==> src/rtl/dbd_pkg.sv <==
package dbd_pkg;
  parameter int BUS_W  = 8;
  parameter int WORD_W = 12;
  localparam int HI_W  = WORD_W - BUS_W;

  typedef logic [WORD_W-1:0] word_t;

  typedef struct packed {
    logic             clr_n;
    logic             wr_n;
    logic             ld_n;
    logic             hi;
    logic             chb;
    logic [BUS_W-1:0] data;
  } bus_sample_t;

  localparam int SAMPLE_W = $bits(bus_sample_t);
endpackage

==> src/rtl/dbd_sync.sv <==
module dbd_sync #(
  parameter int W      = 1,
  parameter int STAGES = 2,
  parameter logic [W-1:0] IDLE = '0
) (
  input  logic         clk,
  input  logic         rst_n,
  input  logic [W-1:0] d,
  output logic [W-1:0] q
);
  logic [W-1:0] stage [STAGES];

  genvar g;
  generate
    for (g = 0; g < STAGES; g++) begin : g_stage
      if (g == 0) begin : g_first
        always_ff @(posedge clk or negedge rst_n)
          if (!rst_n) stage[g] <= IDLE;
          else        stage[g] <= d;
      end else begin : g_next
        always_ff @(posedge clk or negedge rst_n)
          if (!rst_n) stage[g] <= IDLE;
          else        stage[g] <= stage[g-1];
      end
    end
  endgenerate

  assign q = stage[STAGES-1];
endmodule

==> src/rtl/dbd_chan.sv <==
module dbd_chan
  import dbd_pkg::*;
(
  input  logic             clk,
  input  logic             rst_n,
  input  logic             clr_n,
  input  logic             wr_en,
  input  logic             hi,
  input  logic [BUS_W-1:0] data,
  input  logic             follow,
  input  logic             xfer,
  output word_t            stage_q,
  output word_t            code_q
);
  word_t stage_nxt;

  always_comb begin
    stage_nxt = stage_q;
    if (wr_en) begin
      if (hi) stage_nxt[WORD_W-1:BUS_W] = data[HI_W-1:0];
      else    stage_nxt[BUS_W-1:0]      = data;
    end
  end

  always_ff @(posedge clk or negedge rst_n) begin
    if (!rst_n) begin
      stage_q <= '0;
      code_q  <= '0;
    end else if (!clr_n) begin
      stage_q <= '0;
      code_q  <= '0;
    end else begin
      stage_q <= stage_nxt;
      if (follow)    code_q <= stage_nxt;
      else if (xfer) code_q <= stage_q;
    end
  end


  clear_zero_chk: assert property (@(posedge clk) disable iff (!rst_n)
    !clr_n |=> (stage_q == '0 && code_q == '0));

  stage_hold_chk: assert property (@(posedge clk) disable iff (!rst_n)
    (clr_n && !wr_en) |=> $stable(stage_q));

  nibble_keeps_low_chk: assert property (@(posedge clk) disable iff (!rst_n)
    (clr_n && wr_en && hi) |=> stage_q[BUS_W-1:0] == $past(stage_q[BUS_W-1:0]));

  follow_chk: assert property (@(posedge clk) disable iff (!rst_n)
    (clr_n && follow) |=> code_q == stage_q);

  xfer_chk: assert property (@(posedge clk) disable iff (!rst_n)
    (clr_n && xfer && !follow) |=> code_q == $past(stage_q));

  code_hold_chk: assert property (@(posedge clk) disable iff (!rst_n)
    (clr_n && !follow && !xfer) |=> $stable(code_q));
endmodule

==> src/rtl/dual_byte_dac_regs.sv <==
module dual_byte_dac_regs
  import dbd_pkg::*;
#(
  parameter int SYNC_STAGES = 2
) (
  input  logic             clk,
  input  logic             rst_n,
  input  logic [BUS_W-1:0] bus_data,
  input  logic             wr_n,
  input  logic             byte_hi,
  input  logic             chan_b,
  input  logic             load_n,
  input  logic             clear_n,
  output logic [WORD_W-1:0] code_a,
  output logic [WORD_W-1:0] code_b
);
  localparam int N_CH = 2;
  localparam bus_sample_t IDLE_SAMPLE = '{clr_n: 1'b1, wr_n: 1'b1, ld_n: 1'b1,
                                          hi: 1'b0, chb: 1'b0, data: '0};

  bus_sample_t raw, smp;
  logic        ld_prev;
  logic        xfer, follow;
  word_t       stage_w [N_CH];
  word_t       code_w  [N_CH];

  assign raw = '{clr_n: clear_n, wr_n: wr_n, ld_n: load_n,
                 hi: byte_hi, chb: chan_b, data: bus_data};

  dbd_sync #(.W(SAMPLE_W), .STAGES(SYNC_STAGES), .IDLE(IDLE_SAMPLE)) i_sync (
    .clk   (clk),
    .rst_n (rst_n),
    .d     (raw),
    .q     (smp)
  );

  always_ff @(posedge clk or negedge rst_n)
    if (!rst_n) ld_prev <= 1'b1;
    else        ld_prev <= smp.ld_n;

  assign xfer   = smp.ld_n & ~ld_prev;
  assign follow = ~smp.wr_n & ~smp.ld_n;

  genvar c;
  generate
    for (c = 0; c < N_CH; c++) begin : g_ch
      logic sel;
      assign sel = (smp.chb == c[0]);
      dbd_chan i_chan (
        .clk     (clk),
        .rst_n   (rst_n),
        .clr_n   (smp.clr_n),
        .wr_en   (~smp.wr_n & sel),
        .hi      (smp.hi),
        .data    (smp.data),
        .follow  (follow),
        .xfer    (xfer),
        .stage_q (stage_w[c]),
        .code_q  (code_w[c])
      );
    end
  endgenerate

  assign code_a = code_w[0];
  assign code_b = code_w[1];


  chan_isolation_chk: assert property (@(posedge clk) disable iff (!rst_n)
    (smp.clr_n && !smp.wr_n && smp.chb) |=> $stable(stage_w[0]));
endmodule

==> config.mk <==
export PLATFORM = sky130hd
export DESIGN_NAME = dual_byte_dac_regs
export DESIGN_NICKNAME = d
export VERILOG_FILES = /design/src/rtl/dbd_pkg.sv /design/src/rtl/dbd_sync.sv /design/src/rtl/dbd_chan.sv /design/src/rtl/dual_byte_dac_regs.sv
export SDC_FILE = /design/constraint.sdc
export NUM_CORES = 1
export LEC_CHECK = 0
export BUFFER_PORTS_ARGS = -buffer_cell sky130_fd_sc_hd__buf_2
export CORE_ASPECT_RATIO = 0.75
export CORE_MARGIN = 2
export CORE_UTILIZATION = 55
export CTS_CLUSTER_SIZE = 16
export DETAILED_ROUTE_END_ITERATION = 10
export PLACE_DENSITY_LB_ADDON = 0.05
export SKIP_LAST_GASP = 1
export SLEW_MARGIN = 15
export SYNTH_ARGS = -nofsm -noshare
export SYNTH_HDL_FRONTEND = slang
export SYNTH_SLANG_ARGS = --single-unit
export TNS_END_PERCENT = 30
==> constraint.sdc <==
create_clock -name clk -period 2 [get_ports clk]
set_clock_uncertainty 0.1 [all_clocks]
set_input_delay 0.4 -clock clk [delete_from_list [all_inputs] [get_ports clk]]
set_output_delay 0.4 -clock clk [all_outputs]
set_load 0.01 [all_outputs]
==> metrics.txt <==
final setup TNS=0 ps; Cell variety after synth=22; Hold WC Path Type=input pin to register; endpoint class of the critical path=register; Reg area=1890 um^2; clk buf depth=2; Tmin final=1830 ps; share of layout cells above drive strength 1=26.7%; largest net degree at the start of global routing=49; critical-path cell list=and3b_1, a32oi_1, o21ai_1; Final Hold Viols=0; Relative slew margins=30.3%; Mapped Cells=227; initial antenna violation count=0; DP Area=3290 um^2; CORE AREA=5350 um^2; routed len/inst=17.3 um; reg2reg setup slack=170 ps; maximum vdd drop=0.535 mV; Power, Total=3.13 mW; hold buffers post-CTS=1; critical path class=register to register; max incr delay on CP=860 ps; status=complete, no violations; Slew @ Worst Pin=1050 ps; row cnt=23; unrepaired setup endpoints after global routing=false; DP HPWL=3610 um; Post-Route WL=5900 um; Yosys Warn Count=0; Setup WS pre-CTS=246 ps; mapped cell area=3040 um^2; Post-CTS Setup Repair Bufs=0; CTS Buf Count=9; Final Worst Setup Slack=169 ps; sequential element share of the synthesized area=62.0%; Leakage Power=1.62 nW; Detail Route Antenna Nets=0; Synth async-reset ratio=100%; Die Width=89.9 um; initial DRC count=118; # resized after CTS=0; Root Driver=clkbuf_8; CTS tree=yes; Reg2Reg Depth=3; top-area cell type share of the netlist area=55.9%; vias=1,888; Final Cell Area=3530 um^2; Tot GR Track Use=20.7%; drt first pass iters=4; Vias/cell=5.54; CTS sink cnt=75; flops & latches, synth=75; placed insts=324; R2R Path End=g_ch[0].i_chan.code_q[10]; CP Launch Point=i_sync.q[10]; final worst-path cycle share=91.5%; Syn Area/Cell=13.4 um^2; antenna fix cells=0; DR DRC count=0; Critical Path Start Type=register; vias in the first global route=1,853; worst hold stages=1; gr ovfl total=0; maximum fanout along the worst path=24; P&R area growth vs syn=15.9%; max cap viols=0; num ports=39; worst skew pair latency=330 ps; EDFF count, synth=0; Crit-path slowest cell=and3b_1; global-route wire length before repair=9590 um; Fmax achieved=0.546 GHz; Synth area leader=dfrtp_1; area of the multi-input gates=1060 um^2; Die H=68.4 um; Reg2Reg Launch Point=i_sync.q[10]; most frequent cell after synthesis=dfrtp_1; Worst-path clk slew=80 ps; final net count=276; H-tree depth=3; ys flop type=dfrtp_1; crit path to=g_ch[0].i_chan.code_q[10]; Final Max Slew Viols=0; Routability Congestion=0.711; Syn Nets=242; final non-filler cell total=341; Synth area leaders=dfrtp_1 (56%), mux2i_1 (16%), a32oi_1 (6.9%); Fillers=407; Initial Utilization=56.8%; input/output buffers=38; Arr. time, crit path=1990 ps; Synth top cells by count=dfrtp_1 (68), mux2i_1 (48), nor2b_1 (25); Final setup viols=0; power per cell area=888 nW/um^2; Die Footprint=6150 um^2; Required @ worst endpoint=2160 ps
[metal layers]
| metal | global-route usage, % | wire length [um] |
|---|---|---|
| met1 | 29.4 | 2910 |
| met5 | 0 | 0 |
| met4 | 6.92 | 42 |
| met3 | 5.73 | 387 |
| met2 | 31.4 | 2560 |
[cells by family after synthesis]
logic type             share of synthesized area [%]
flip-flops                                      62.0
multiplexers                                    16.2
AO/OA/AOI/OAI                                   10.9
AND/OR/NAND/NOR                                 7.77
buffers and inverters                           3.25
[cell type report]
class	instances	share of cell area (%)
clock buffers	10	3.90
well taps	75	2.66
repair buffers	44	7.45
clock inverters	6	2.52
flip-flops and latches	75	53.5
multi-input cells	131	30.0
[placed cells by master (no fill, tap or decap), types with 2 or more instances in the layout]
cell | Yosys | final
bufinv_16 | 0 | 2
clkbuf_8 | 0 | 10
mux2i_1 | 48 | 48
dfstp_2 | 7 | 7
buf_12 | 0 | 2
a32oi_1 | 24 | 24
o21ai_1 | 12 | 12
dfrtp_1 | 68 | 68
o21ai_0 | 12 | 12
buf_2 | 6 | 38
clkinvlp_4 | 0 | 2
nor2b_1 | 25 | 25
buf_4 | 1 | 3
[through the flow]
stage	hold WS [ps]	utilization [%]
after global routing	36.0	65.9
after floorplan	4.41	-
after detailed placement	236	61.5
after CTS	45.4	65.9
after global placement	232	61.5
final	62.1	65.9
[where the power goes]
group | internal [mW] | leakage [nW] | switching, mW
Clock | 0.736 | 0.108 | 0.543
Sequential | 1.58 | 0.969 | 0.0521
Combinational | 0.0930 | 0.546 | 0.128
Total | 2.41 | 1.62 | 0.723
[registers in the layout, summed over array words and instances (netlist names)]
register / count
ld_prev: 1
i_sync.q: 13
g_ch.i_chan.code_q: 24
g_ch.i_chan.stage_q: 24
i_sync.stage: 13
[worst min-delay path by stage]
stage | startpoint | endpoint | slack (ps)
after detailed placement | i_sync.stage[14] | i_sync.q[1] | 240
final | wr_n | i_sync.stage[24] | 60
after global routing | bus_data[2] | i_sync.stage[15] | 40
after floorplan | rst_n | g_ch[0].i_chan.code_q[0] | 4
after CTS | bus_data[1] | i_sync.stage[14] | 50
after global placement | i_sync.stage[20] | i_sync.q[7] | 230
[worst max-delay path: cells and delay by family, from the launching register on]
| family | cells | cell delay, ps |
|---|---|---|
| simple gates | 1 | 860 |
| flops | 1 | 560 |
| compound gates | 2 | 240 |
(Power assumes the default switching activity.)
